<file path="config.mk">
export PLATFORM = sky130hd
export DESIGN_NAME = irq_bank
export DESIGN_NICKNAME = d
export VERILOG_FILES = /design/src/rtl/irqb_pkg.sv /design/src/rtl/irqb_decode.sv /design/src/rtl/irqb_bitbank.sv /design/src/rtl/irqb_prio.sv /design/src/rtl/irq_bank.sv
export SDC_FILE = /design/constraint.sdc
export NUM_CORES = 1
export LEC_CHECK = 0
export ABC_AREA = 1
export BUFFER_PORTS_ARGS = -buffer_cell sky130_fd_sc_hd__buf_2
export CORE_MARGIN = 1.5
export CORE_UTILIZATION = 35
export CTS_BUF_LIST = sky130_fd_sc_hd__clkbuf_8
export CTS_CLUSTER_SIZE = 16
export DETAILED_ROUTE_END_ITERATION = 8
export HOLD_SLACK_MARGIN = 0.05
export PLACE_DENSITY = 0.66
export SLEW_MARGIN = 10
export SYNTH_ARGS = -nofsm -noshare
export SYNTH_HDL_FRONTEND = slang
export SYNTH_SLANG_ARGS = --single-unit
</file>
<file path="constraint.sdc">
create_clock -name clk -period 1.61 [get_ports clk]
set_input_delay 0.0805 -clock clk [delete_from_list [all_inputs] [get_ports clk]]
set_output_delay 0.0805 -clock clk [all_outputs]
set_load 0.01 [all_outputs]
</file>
<file path="src/rtl/irqb_pkg.sv">
package irqb_pkg;
    localparam int ADDR_W    = 8;
    localparam int DATA_W    = 32;
    localparam int PRIO_W    = 8;
    localparam int SYS_SLOTS = 16;
    localparam int WORD_SEL_W = 6;

    typedef enum logic [2:0] {
        RG_NONE,
        RG_EN_SET,
        RG_EN_CLR,
        RG_PD_SET,
        RG_PD_CLR,
        RG_TRIG,
        RG_PRIO
    } region_e;

    typedef struct packed {
        region_e                 region;
        logic [WORD_SEL_W-1:0]   word;
    } dec_t;
endpackage

</file>
<file path="src/rtl/irqb_decode.sv">
module irqb_decode
    import irqb_pkg::*;
(
    input  logic [ADDR_W-1:0] addr_i,
    output dec_t              dec_o
);
    always_comb begin
        dec_o.region = RG_NONE;
        dec_o.word   = '0;
        if (addr_i[7:6] == 2'b01) begin
            dec_o.region = RG_PRIO;
            dec_o.word   = addr_i[5:0];
        end else if (addr_i[7:5] == 3'b000) begin
            dec_o.word = {3'b000, addr_i[2:0]};
            unique case (addr_i[4:3])
                2'd0: dec_o.region = RG_EN_SET;
                2'd1: dec_o.region = RG_EN_CLR;
                2'd2: dec_o.region = RG_PD_SET;
                default: dec_o.region = RG_PD_CLR;
            endcase
        end else if (addr_i[4:0] == 5'd0 && addr_i[7:5] == 3'b001) begin
            dec_o.region = RG_TRIG;
        end
    end
endmodule

</file>
<file path="src/rtl/irqb_bitbank.sv">
module irqb_bitbank #(
    parameter int NUM_SRC = 40
) (
    input  logic               clk,
    input  logic               rst_n,
    input  logic [NUM_SRC-1:0] set_i,
    input  logic [NUM_SRC-1:0] clr_i,
    output logic [NUM_SRC-1:0] state_o
);
    typedef struct packed {
        logic [NUM_SRC-1:0] bits;
    } bank_t;

    bank_t bank_d, bank_q;

    // set has precedence over clear in the same cycle
    always_comb begin
        bank_d      = bank_q;
        bank_d.bits = (bank_q.bits & ~clr_i) | set_i;
    end

    always_ff @(posedge clk or negedge rst_n) begin
        if (!rst_n) bank_q <= '0;
        else        bank_q <= bank_d;
    end

    assign state_o = bank_q.bits;
endmodule

</file>
<file path="src/rtl/irqb_prio.sv">
module irqb_prio
    import irqb_pkg::*;
#(
    parameter int NUM_SRC = 40
) (
    input  logic                      clk,
    input  logic                      rst_n,
    input  logic                      wr_i,
    input  logic [WORD_SEL_W-1:0]     wword_i,
    input  logic [3:0]                be_i,
    input  logic [DATA_W-1:0]         wdata_i,
    input  logic [WORD_SEL_W-1:0]     rword_i,
    output logic [DATA_W-1:0]         rdata_o,
    output logic [PRIO_W*NUM_SRC-1:0] prio_o
);
    logic [PRIO_W-1:0] pri_d [NUM_SRC];
    logic [PRIO_W-1:0] pri_q [NUM_SRC];

    always_comb begin
        for (int k = 0; k < NUM_SRC; k++) begin
            pri_d[k] = pri_q[k];
            if (wr_i && ((k + SYS_SLOTS) / 4 == int'(wword_i))
                     && be_i[(k + SYS_SLOTS) % 4]) begin
                pri_d[k] = wdata_i[PRIO_W*((k + SYS_SLOTS) % 4) +: PRIO_W];
            end
        end
    end

    always_ff @(posedge clk or negedge rst_n) begin
        if (!rst_n) begin
            for (int k = 0; k < NUM_SRC; k++) pri_q[k] <= '0;
        end else begin
            for (int k = 0; k < NUM_SRC; k++) pri_q[k] <= pri_d[k];
        end
    end

    always_comb begin
        rdata_o = '0;
        for (int k = 0; k < NUM_SRC; k++) begin
            if ((k + SYS_SLOTS) / 4 == int'(rword_i))
                rdata_o[PRIO_W*((k + SYS_SLOTS) % 4) +: PRIO_W] = pri_q[k];
        end
    end

    for (genvar g = 0; g < NUM_SRC; g++) begin : g_out
        assign prio_o[PRIO_W*g +: PRIO_W] = pri_q[g];
    end
endmodule

</file>
<file path="src/rtl/irq_bank.sv">
module irq_bank
    import irqb_pkg::*;
#(
    parameter int NUM_SRC = 40,
    localparam int IDX_W  = (NUM_SRC > 1) ? $clog2(NUM_SRC) : 1
) (
    input  logic                      clk,
    input  logic                      rst_n,
    input  logic [ADDR_W-1:0]         bus_addr,
    input  logic [DATA_W-1:0]         bus_wdata,
    input  logic [3:0]                bus_be,
    input  logic                      bus_we,
    output logic [DATA_W-1:0]         bus_rdata,
    input  logic [NUM_SRC-1:0]        irq_i,
    input  logic                      ack_i,
    input  logic [IDX_W-1:0]          ack_src_i,
    output logic [NUM_SRC-1:0]        req_o,
    output logic [PRIO_W*NUM_SRC-1:0] prio_o
);
    typedef struct packed {
        logic [NUM_SRC-1:0] irq_prev;
    } edge_t;

    edge_t              edge_d, edge_q;
    dec_t               dec;
    logic [NUM_SRC-1:0] wmask;
    logic [NUM_SRC-1:0] trig_hot, ack_hot, rise;
    logic [NUM_SRC-1:0] en_set, en_clr, pd_set, pd_clr;
    logic [NUM_SRC-1:0] en_state, pend_state;
    logic [NUM_SRC-1:0] irq_prev;
    logic [DATA_W-1:0]  prio_rd, en_word, pend_word;

    irqb_decode u_dec (.addr_i(bus_addr), .dec_o(dec));

    // expand the written word onto the source bits it covers
    always_comb begin
        wmask = '0;
        for (int k = 0; k < NUM_SRC; k++) begin
            if (k / DATA_W == int'(dec.word)) wmask[k] = bus_wdata[k % DATA_W];
        end
    end

    always_comb begin
        trig_hot = '0;
        ack_hot  = '0;
        for (int k = 0; k < NUM_SRC; k++) begin
            if (bus_we && dec.region == RG_TRIG && bus_wdata == DATA_W'(k)) trig_hot[k] = 1'b1;
            if (ack_i && ack_src_i == IDX_W'(k)) ack_hot[k] = 1'b1;
        end
    end

    always_comb begin
        edge_d          = edge_q;
        edge_d.irq_prev = irq_i;
    end

    always_ff @(posedge clk or negedge rst_n) begin
        if (!rst_n) edge_q <= '0;
        else        edge_q <= edge_d;
    end

    assign irq_prev = edge_q.irq_prev;
    assign rise     = irq_i & ~edge_q.irq_prev;

    assign en_set = (bus_we && dec.region == RG_EN_SET) ? wmask : '0;
    assign en_clr = (bus_we && dec.region == RG_EN_CLR) ? wmask : '0;
    assign pd_set = ((bus_we && dec.region == RG_PD_SET) ? wmask : '0) | trig_hot | rise;
    assign pd_clr = ((bus_we && dec.region == RG_PD_CLR) ? wmask : '0) | ack_hot;

    irqb_bitbank #(.NUM_SRC(NUM_SRC)) u_en (
        .clk(clk), .rst_n(rst_n), .set_i(en_set), .clr_i(en_clr), .state_o(en_state)
    );

    irqb_bitbank #(.NUM_SRC(NUM_SRC)) u_pend (
        .clk(clk), .rst_n(rst_n), .set_i(pd_set), .clr_i(pd_clr), .state_o(pend_state)
    );

    irqb_prio #(.NUM_SRC(NUM_SRC)) u_prio (
        .clk(clk), .rst_n(rst_n),
        .wr_i(bus_we && dec.region == RG_PRIO), .wword_i(dec.word),
        .be_i(bus_be), .wdata_i(bus_wdata),
        .rword_i(dec.word), .rdata_o(prio_rd), .prio_o(prio_o)
    );

    always_comb begin
        en_word   = '0;
        pend_word = '0;
        for (int k = 0; k < NUM_SRC; k++) begin
            if (k / DATA_W == int'(dec.word)) begin
                en_word[k % DATA_W]   = en_state[k];
                pend_word[k % DATA_W] = pend_state[k];
            end
        end
    end

    always_comb begin
        unique case (dec.region)
            RG_EN_SET, RG_EN_CLR: bus_rdata = en_word;
            RG_PD_SET, RG_PD_CLR: bus_rdata = pend_word;
            RG_PRIO:              bus_rdata = prio_rd;
            default:              bus_rdata = '0;
        endcase
    end

    assign req_o = pend_state & en_state;
endmodule

</file>
==> results of run 1 <==
stage by stage:
stage | util [%] | total power, W | TNS [ns] | hold slack (ns)
after CTS | 49.3 | 0.0264 | -17.27 | 0.0507
final | 50.4 | 0.0264 | -15.35 | 0.105
after global routing | 50.4 | 0.0274 | -19.50 | 0.0727
after global placement | 43.2 | 0.0149 | -208.99 | -0.00113
after floorplan | - | 0.0132 | 0 | -0.215
after detailed placement | 43.2 | 0.0150 | -221.06 | -0.000292
placed cells by master (no fill, tap or decap), types with 33 or more instances in the layout:
master	netlist	routed
sky130_fd_sc_hd__inv_1	211	231
sky130_fd_sc_hd__buf_4	33	224
sky130_fd_sc_hd__dfrtp_1	440	440
sky130_fd_sc_hd__nand4_1	120	120
sky130_fd_sc_hd__nand3_4	44	47
sky130_fd_sc_hd__nand2_2	6	60
sky130_fd_sc_hd__inv_2	56	55
sky130_fd_sc_hd__nand2_1	1052	985
sky130_fd_sc_hd__nor2_2	4	33
sky130_fd_sc_hd__nand3_1	113	78
sky130_fd_sc_hd__buf_12	3	51
sky130_fd_sc_hd__clkbuf_8	0	102
sky130_fd_sc_hd__nor2_1	254	207
sky130_fd_sc_hd__o21ai_1	398	398
sky130_fd_sc_hd__nand3_2	1	33
sky130_fd_sc_hd__dlygate4sd3_1	0	132
sky130_fd_sc_hd__buf_2	38	463
worst min-delay path by stage:
stage | startpoint | endpoint | depth (start not counted)
after CTS | irq_i[18] | edge_q[18] | 2
final | irq_i[25] | edge_q[25] | 2
after floorplan | rst_n | edge_q[0] | 0
after global placement | rst_n | edge_q[20] | 1
after global routing | irq_i[18] | edge_q[18] | 2
after detailed placement | rst_n | edge_q[20] | 1
layer usage:
layer  GRT usage, %  wire, um  up-vias
met2           42.7     41300     1045
met3           6.14      7180      232
met4           12.7      4500        0
met1           37.3     40200    11036
met5              0         0        -
li1               -         -    11005
cell families after synthesis:
group | Yosys count | synth area share [%]
AND/OR/NAND/NOR | 1618 | 32.7
buffers and inverters | 445 | 8.85
flip-flops | 440 | 49.2
AO/OA/AOI/OAI | 410 | 9.16
adder cells (fa/ha/maj) | 3 | 0.168
final cells by class:
type / instances / area [um2] / area share (%)
antenna: 1 / 2.50 / 0.00786
multi-input combinational: 2031 / 10100 / 31.7
timing repair buffer: 912 / 6910 / 21.7
tap: 846 / 1060 / 3.33
clock inverter: 46 / 245 / 0.771
clock buffer: 102 / 1400 / 4.41
sequential: 440 / 11000 / 34.6
inverter: 284 / 1110 / 3.49
state kept, by name (all words and copies together) (netlist names):
register,flops
u_pend.state_o,40
u_prio.prio_o,320
u_en.state_o,40
edge_q,40
worst max-delay path, stage by stage (launching register included):
cell	delay, ns
sky130_fd_sc_hd__dfrtp_1	0.40
sky130_fd_sc_hd__inv_1	0.07
sky130_fd_sc_hd__nor2_1	0.04
sky130_fd_sc_hd__nor2_1	0.10
sky130_fd_sc_hd__nand3_1	0.13
sky130_fd_sc_hd__nor2_2	0.13
sky130_fd_sc_hd__nand4_1	0.18
sky130_fd_sc_hd__nand2_1	0.16
sky130_fd_sc_hd__nand2_2	0.10
sky130_fd_sc_hd__buf_6	0.14
power groups by stage:
stage / clock [W] / combinational [W] / sequential [W]
floorplan: 0 / 0.00136 / 0.0119
global placement: 0 / 0.00302 / 0.0119
detailed placement: 0 / 0.00305 / 0.0119
CTS: 0.0112 / 0.00351 / 0.0117
global route: 0.0117 / 0.00398 / 0.0117
finish: 0.0110 / 0.00369 / 0.0117
repair_timing:
item | CTS | global route
pin swaps | 107 | 97
hold buffers | 132 | 1
resized for setup | 126 | 121
cloned | 3 | 4
endpoints found under the setup margin | 32 | 49
endpoints found under the hold margin | 879 | 14
setup buffers | 45 | 21
==> reports/qor.yml, run 1 <==
place_hpwl_um: 68300
crit_start_category: "flop"
worstSetupEndpoint: "bus_rdata[26]"
synthDominantAreaCellType: "sky130_fd_sc_hd__dfrtp_1"
cts_tree: "done"
slew_headroom_pct: 61.2
detail_route.drc_violations: 0
synthesis.yosys.warnings: 0
hold_path.class: "in -> reg"
data_arrival_at_the_endpoint_of_the_critical_path_ns: 2.11
total_leakage_power_nw: 16.7
final_design_area_no_fill_um2: 31800
final.period_utilization_pct: 136
first_pass_grt_wire_length_um: 139000
synth_top_area_share_pct: 49.2
dieWidth_um: 256
crit_required_ns: 1.53
ios: 486
tightest_slew_ns: 0.582
grt_setup_unrepaired: "yes"
final.fill_count: 6045
portBuffers: 485
worstRegToRegCells: 4
critical_path_start_end_classification: "reg -> out"
drt_first_pass_iters: 6
switching_power_w: 0.00773
placedInstanceArea_um2: 27300
finalSetupViolCount: 32
synth-edff-count: 0
critPathCaptureType: "output pin"
highest_clock_frequency_the_design_can_meet_mhz: 457
globalRouteOverflowTotal: 0
flow.area_growth_from_synthesis_pct: 42.1
irDropWorstVdd_mv: 0.601
syn_area_um2: 22400
cap_violations: 0
synth_most_common_cell: "sky130_fd_sc_hd__nand2_1"
track_usage_pct: 27.8
antenna_found_initial: 0
share_of_power_burned_in_the_clock_network_pct: 41.6
finalCriticalPeriod_ns: 2.19
worst_setup_hold_path_clk_slew_ns: 0.06
place_ws_ns: -0.821
crit_fanout: 3
ys_async_sr_fraction_pct: 100
synth_cell_types: 33
maxSlewViolCount: 0
cts-root-buf: "sky130_fd_sc_hd__clkbuf_8"
clkLatencyLatePin_ns: 0.67
netlist_top_cells_area: "sky130_fd_sc_hd__dfrtp_1 49%, sky130_fd_sc_hd__nand2_1 18%, sky130_fd_sc_hd__o21ai_1 8.9%"
synthFlopType: "sky130_fd_sc_hd__dfrtp_1"
max-clock-path-buffers: 3
place.detailed.instances: 4311
fp.dieArea_um2: 65500
fp.coreArea_um2: 63200
syn_avg_cell_area_um2: 7.68
postSynthCellCount: 2916
drt_iter0_drc: 2113
seq_total_area_yosys_pct: 49.2
floorplan.rows: 92
run_status: "complete, but fails checks"
final_antenna_net_count: 0
weighted_congestion_reported_at_the_end_of_routability_driven_placement: 0.977
combPwrFrac_pct: 14.0
finalNonFillerCells: 4662
pwr-share-seq_pct: 44.4
final_net_count: 3847
intPower_w: 0.0187
maximum_number_of_pins_on_one_net_before_global_route_repair: 77
hold_viol_final: 0
avgRoutedWirePerCell_um: 20.0
postSynthRegisterBits: 440
worstReg2RegStart: "u_prio.prio_o[43]"
via_count: 23318
violations: "negative setup slack"
drt_wl_total_um: 93200
r2r_setup_slack_ns: 0.70
critPathLaunch: "u_prio.prio_o[90]"
setup_ws_ns: -0.580
first_global_vias: 22303
cts-buffers-inserted: 81
floorplan.initialDensity_pct: 35.4
ctsHtreeMaxLevel: 3
mappedNetlistNets: 3013
power-per-cell-area_nw_per_um2: 829
synth_top_cells_by_count: "1052 x sky130_fd_sc_hd__nand2_1, 440 x sky130_fd_sc_hd__dfrtp_1, 398 x sky130_fd_sc_hd__o21ai_1"
die_height_um: 256
final_layout_size_suffix_gt1_share_pct: 31.1
finClkSkew_ns: 0.0170
detail_route.vias_per_cell: 5.00
worst_r2r_end: "u_prio.prio_o[43]"
switching_share_pct: 29.3
clkSinkCount: 440
(Power assumes the default switching activity.)
==> run 2, diff against run 1 <==
BUFFER_PORTS_ARGS = unset   (was -buffer_cell sky130_fd_sc_hd__buf_2)
DONT_BUFFER_PORTS = 1   (was unset)
PLACE_DENSITY = 0.59   (was 0.66)
==> run 2 against run 1 <==
Effect of this change: the run ends with negative hold slack, negative setup slack left; register-to-register slack gained 0.09 ns; routed wire length down 3.5%; core utilization down 4.3 points; cell count is 10% lower; sequential share of layout area is 3.3 points higher; sequential cell count unchanged; maximum frequency rose by 2.5%; critical endpoint is now bus_rdata[12]; largest cell class unchanged; largest power group unchanged.
==> reports/qor.yml, run 2 (same netlist as run 1, synthesis figures left out) <==
finalNonFillerCells: 4179
first_pass_grt_wire_length_um: 133000
report.power.total_w: 0.0259
flow.area_growth_from_synthesis_pct: 30.1
critPathCaptureType: "output pin"
layout_commonest_cell: "sky130_fd_sc_hd__nand2_1"
die_height_um: 256
final.fill_count: 6154
highest_clock_frequency_the_design_can_meet_mhz: 468
floorplan.rows: 92
largest_register_ffs: 320
hold-worst-slack_ns: -0.909
cap_violations: 0
critical_path_start_end_classification: "reg -> out"
grt_setup_unrepaired: "yes"
maximum_number_of_pins_on_one_net_before_global_route_repair: 441
cts_tree: "done"
setup_ws_ns: -0.526
total_leakage_power_nw: 14.1
final_design_area_no_fill_um2: 29100
clkLatencyLatePin_ns: 0.67
hold_path.class: "in -> async"
worstRegToRegCells: 2
place.detailed.instances: 3877
via_count: 21095
globalRouteOverflowTotal: 0
portBuffers: 0
floorplan.initialDensity_pct: 35.4
r2r_setup_slack_ns: 0.79
detail_route.drc_violations: 0
worst_setup_hold_path_clk_slew_ns: 0.06
finalSetupViolCount: 34
worstSetupEndpoint: "bus_rdata[12]"
track_usage_pct: 26.9
crit_start_category: "flop"
cts-root-buf: "sky130_fd_sc_hd__clkbuf_8"
drt_wl_total_um: 90000
grt_most_used_layer: "met2"
finalCriticalPeriod_ns: 2.14
place_hpwl_um: 65300
final_antenna_net_count: 0
fp.dieArea_um2: 65500
grt_use_met1_pct: 36.1
hold_viol_final: 440
final_net_count: 3366
dieWidth_um: 256
crit_fanout: 2
global_route_met3_utilization_pct: 7.95
tightest_slew_ns: 1.17
run_status: "complete, but fails checks"
maxSlewViolCount: 0
crit_required_ns: 1.53
detail_route.vias_per_cell: 5.05
drt_iter0_drc: 2013
cts-buffers-inserted: 82
worstReg2RegStart: "u_prio.prio_o[255]"
final_layout_size_suffix_gt1_share_pct: 22.2
place_ws_ns: -0.398
antenna_found_initial: 2
weighted_congestion_reported_at_the_end_of_routability_driven_placement: 0.963
clkSinkCount: 440
ctsHtreeMaxLevel: 3
critPathLaunch: "u_prio.prio_o[44]"
globalRouteMet2Util_pct: 40.0
first_global_vias: 19997
layout.cells.most_common_list: "961 x sky130_fd_sc_hd__nand2_1, 413 x sky130_fd_sc_hd__dfrtp_1, 398 x sky130_fd_sc_hd__o21ai_1"
worst_r2r_end: "u_prio.prio_o[255]"
finClkSkew_ns: 0.00864
placedInstanceArea_um2: 25100
violations: "negative hold slack, negative setup slack"
power-per-cell-area_nw_per_um2: 889
slew_headroom_pct: 21.7
final.period_utilization_pct: 133
avgRoutedWirePerCell_um: 21.5
ios: 486
irDropWorstVdd_mv: 0.580
fp.coreArea_um2: 63200
data_arrival_at_the_endpoint_of_the_critical_path_ns: 2.06
max-clock-path-buffers: 3
drt_first_pass_iters: 6
[run 2: cell types whose count changed in the layout (fill, tap and decap cells not counted), moves of 8 or more]
cell,before,now
sky130_fd_sc_hd__buf_12,51,34
sky130_fd_sc_hd__buf_2,463,0
sky130_fd_sc_hd__buf_4,224,243
sky130_fd_sc_hd__buf_6,30,5
sky130_fd_sc_hd__dfrtp_1,440,413
sky130_fd_sc_hd__dfrtp_2,0,27
sky130_fd_sc_hd__dlygate4sd3_1,132,141
sky130_fd_sc_hd__nand2_1,985,961
sky130_fd_sc_hd__nand2_2,60,81
sky130_fd_sc_hd__nand3_1,78,86
sky130_fd_sc_hd__nor2_1,207,197
[run 2: worst min-delay path by stage]
stage / startpoint / end / slack, ns / depth (start not counted)
after detailed placement: rst_n / u_prio.prio_o[48] / -0.21 / 0
after floorplan: rst_n / edge_q[0] / -0.22 / 0
final: rst_n / u_prio.prio_o[54] / -0.91 / 0
after global placement: rst_n / u_prio.prio_o[48] / -0.21 / 0
after global routing: rst_n / u_prio.prio_o[54] / -0.98 / 0
after CTS: rst_n / u_prio.prio_o[85] / -0.97 / 0
[run 2: where the power goes]
part           internal [W]  switching (W)  total [W]
Clock               0.00614        0.00522     0.0114
Sequential           0.0114       0.000346     0.0118
Combinational       0.00102        0.00175    0.00276
[run 2: stage by stage]
step / setup TNS (ns) / utilization [%]
6_report: -13.34 / 46.1
5_1_grt: -17.40 / 46.1
4_1_cts: -16.26 / 45.3
3_5_place_dp: -131.13 / 39.7
3_3_place_gp: -130.07 / 39.7
2_1_floorplan: 0 / -
[run 2: area by class of cell]
class,count,area [um2],area share [%]
Sequential cell,440,11000,37.9
Multi-Input combinational cell,2032,10200,34.9
Timing Repair Buffer,429,4070,14.0
Clock buffer,107,1470,5.05
Inverter,284,1070,3.68
Tap cell,846,1060,3.63
Clock inverter,38,224,0.769
Antenna cell,3,7.51,0.0258
[run 2: worst max-delay path: stages, from the launching register on]
cell                      delay, ns
sky130_fd_sc_hd__dfrtp_1       0.39
sky130_fd_sc_hd__nand2_2       0.08
sky130_fd_sc_hd__nand2_2       0.06
sky130_fd_sc_hd__nor2_4        0.10
sky130_fd_sc_hd__nand3_4       0.09
sky130_fd_sc_hd__nor2_4        0.15
sky130_fd_sc_hd__nand4_1       0.21
sky130_fd_sc_hd__nand2_2       0.22
sky130_fd_sc_hd__nand2_4       0.08
[run 2: what timing repair did]
action	in CTS	in global routing
hold buffers	146	1
setup endpoints to repair	32	88
pin swaps	55	124
endpoints found under the hold margin	880	448
gates cloned	0	3
setup buffers	0	6
gates resized for setup	135	113
[run 2: metal layers]
metal | routed length (um) | part of all wire [%]
met1 | 38400 | 43
met2 | 39000 | 43
met3 | 8250 | 9.2
met4 | 4310 | 4.8
met5 | 0 | 0
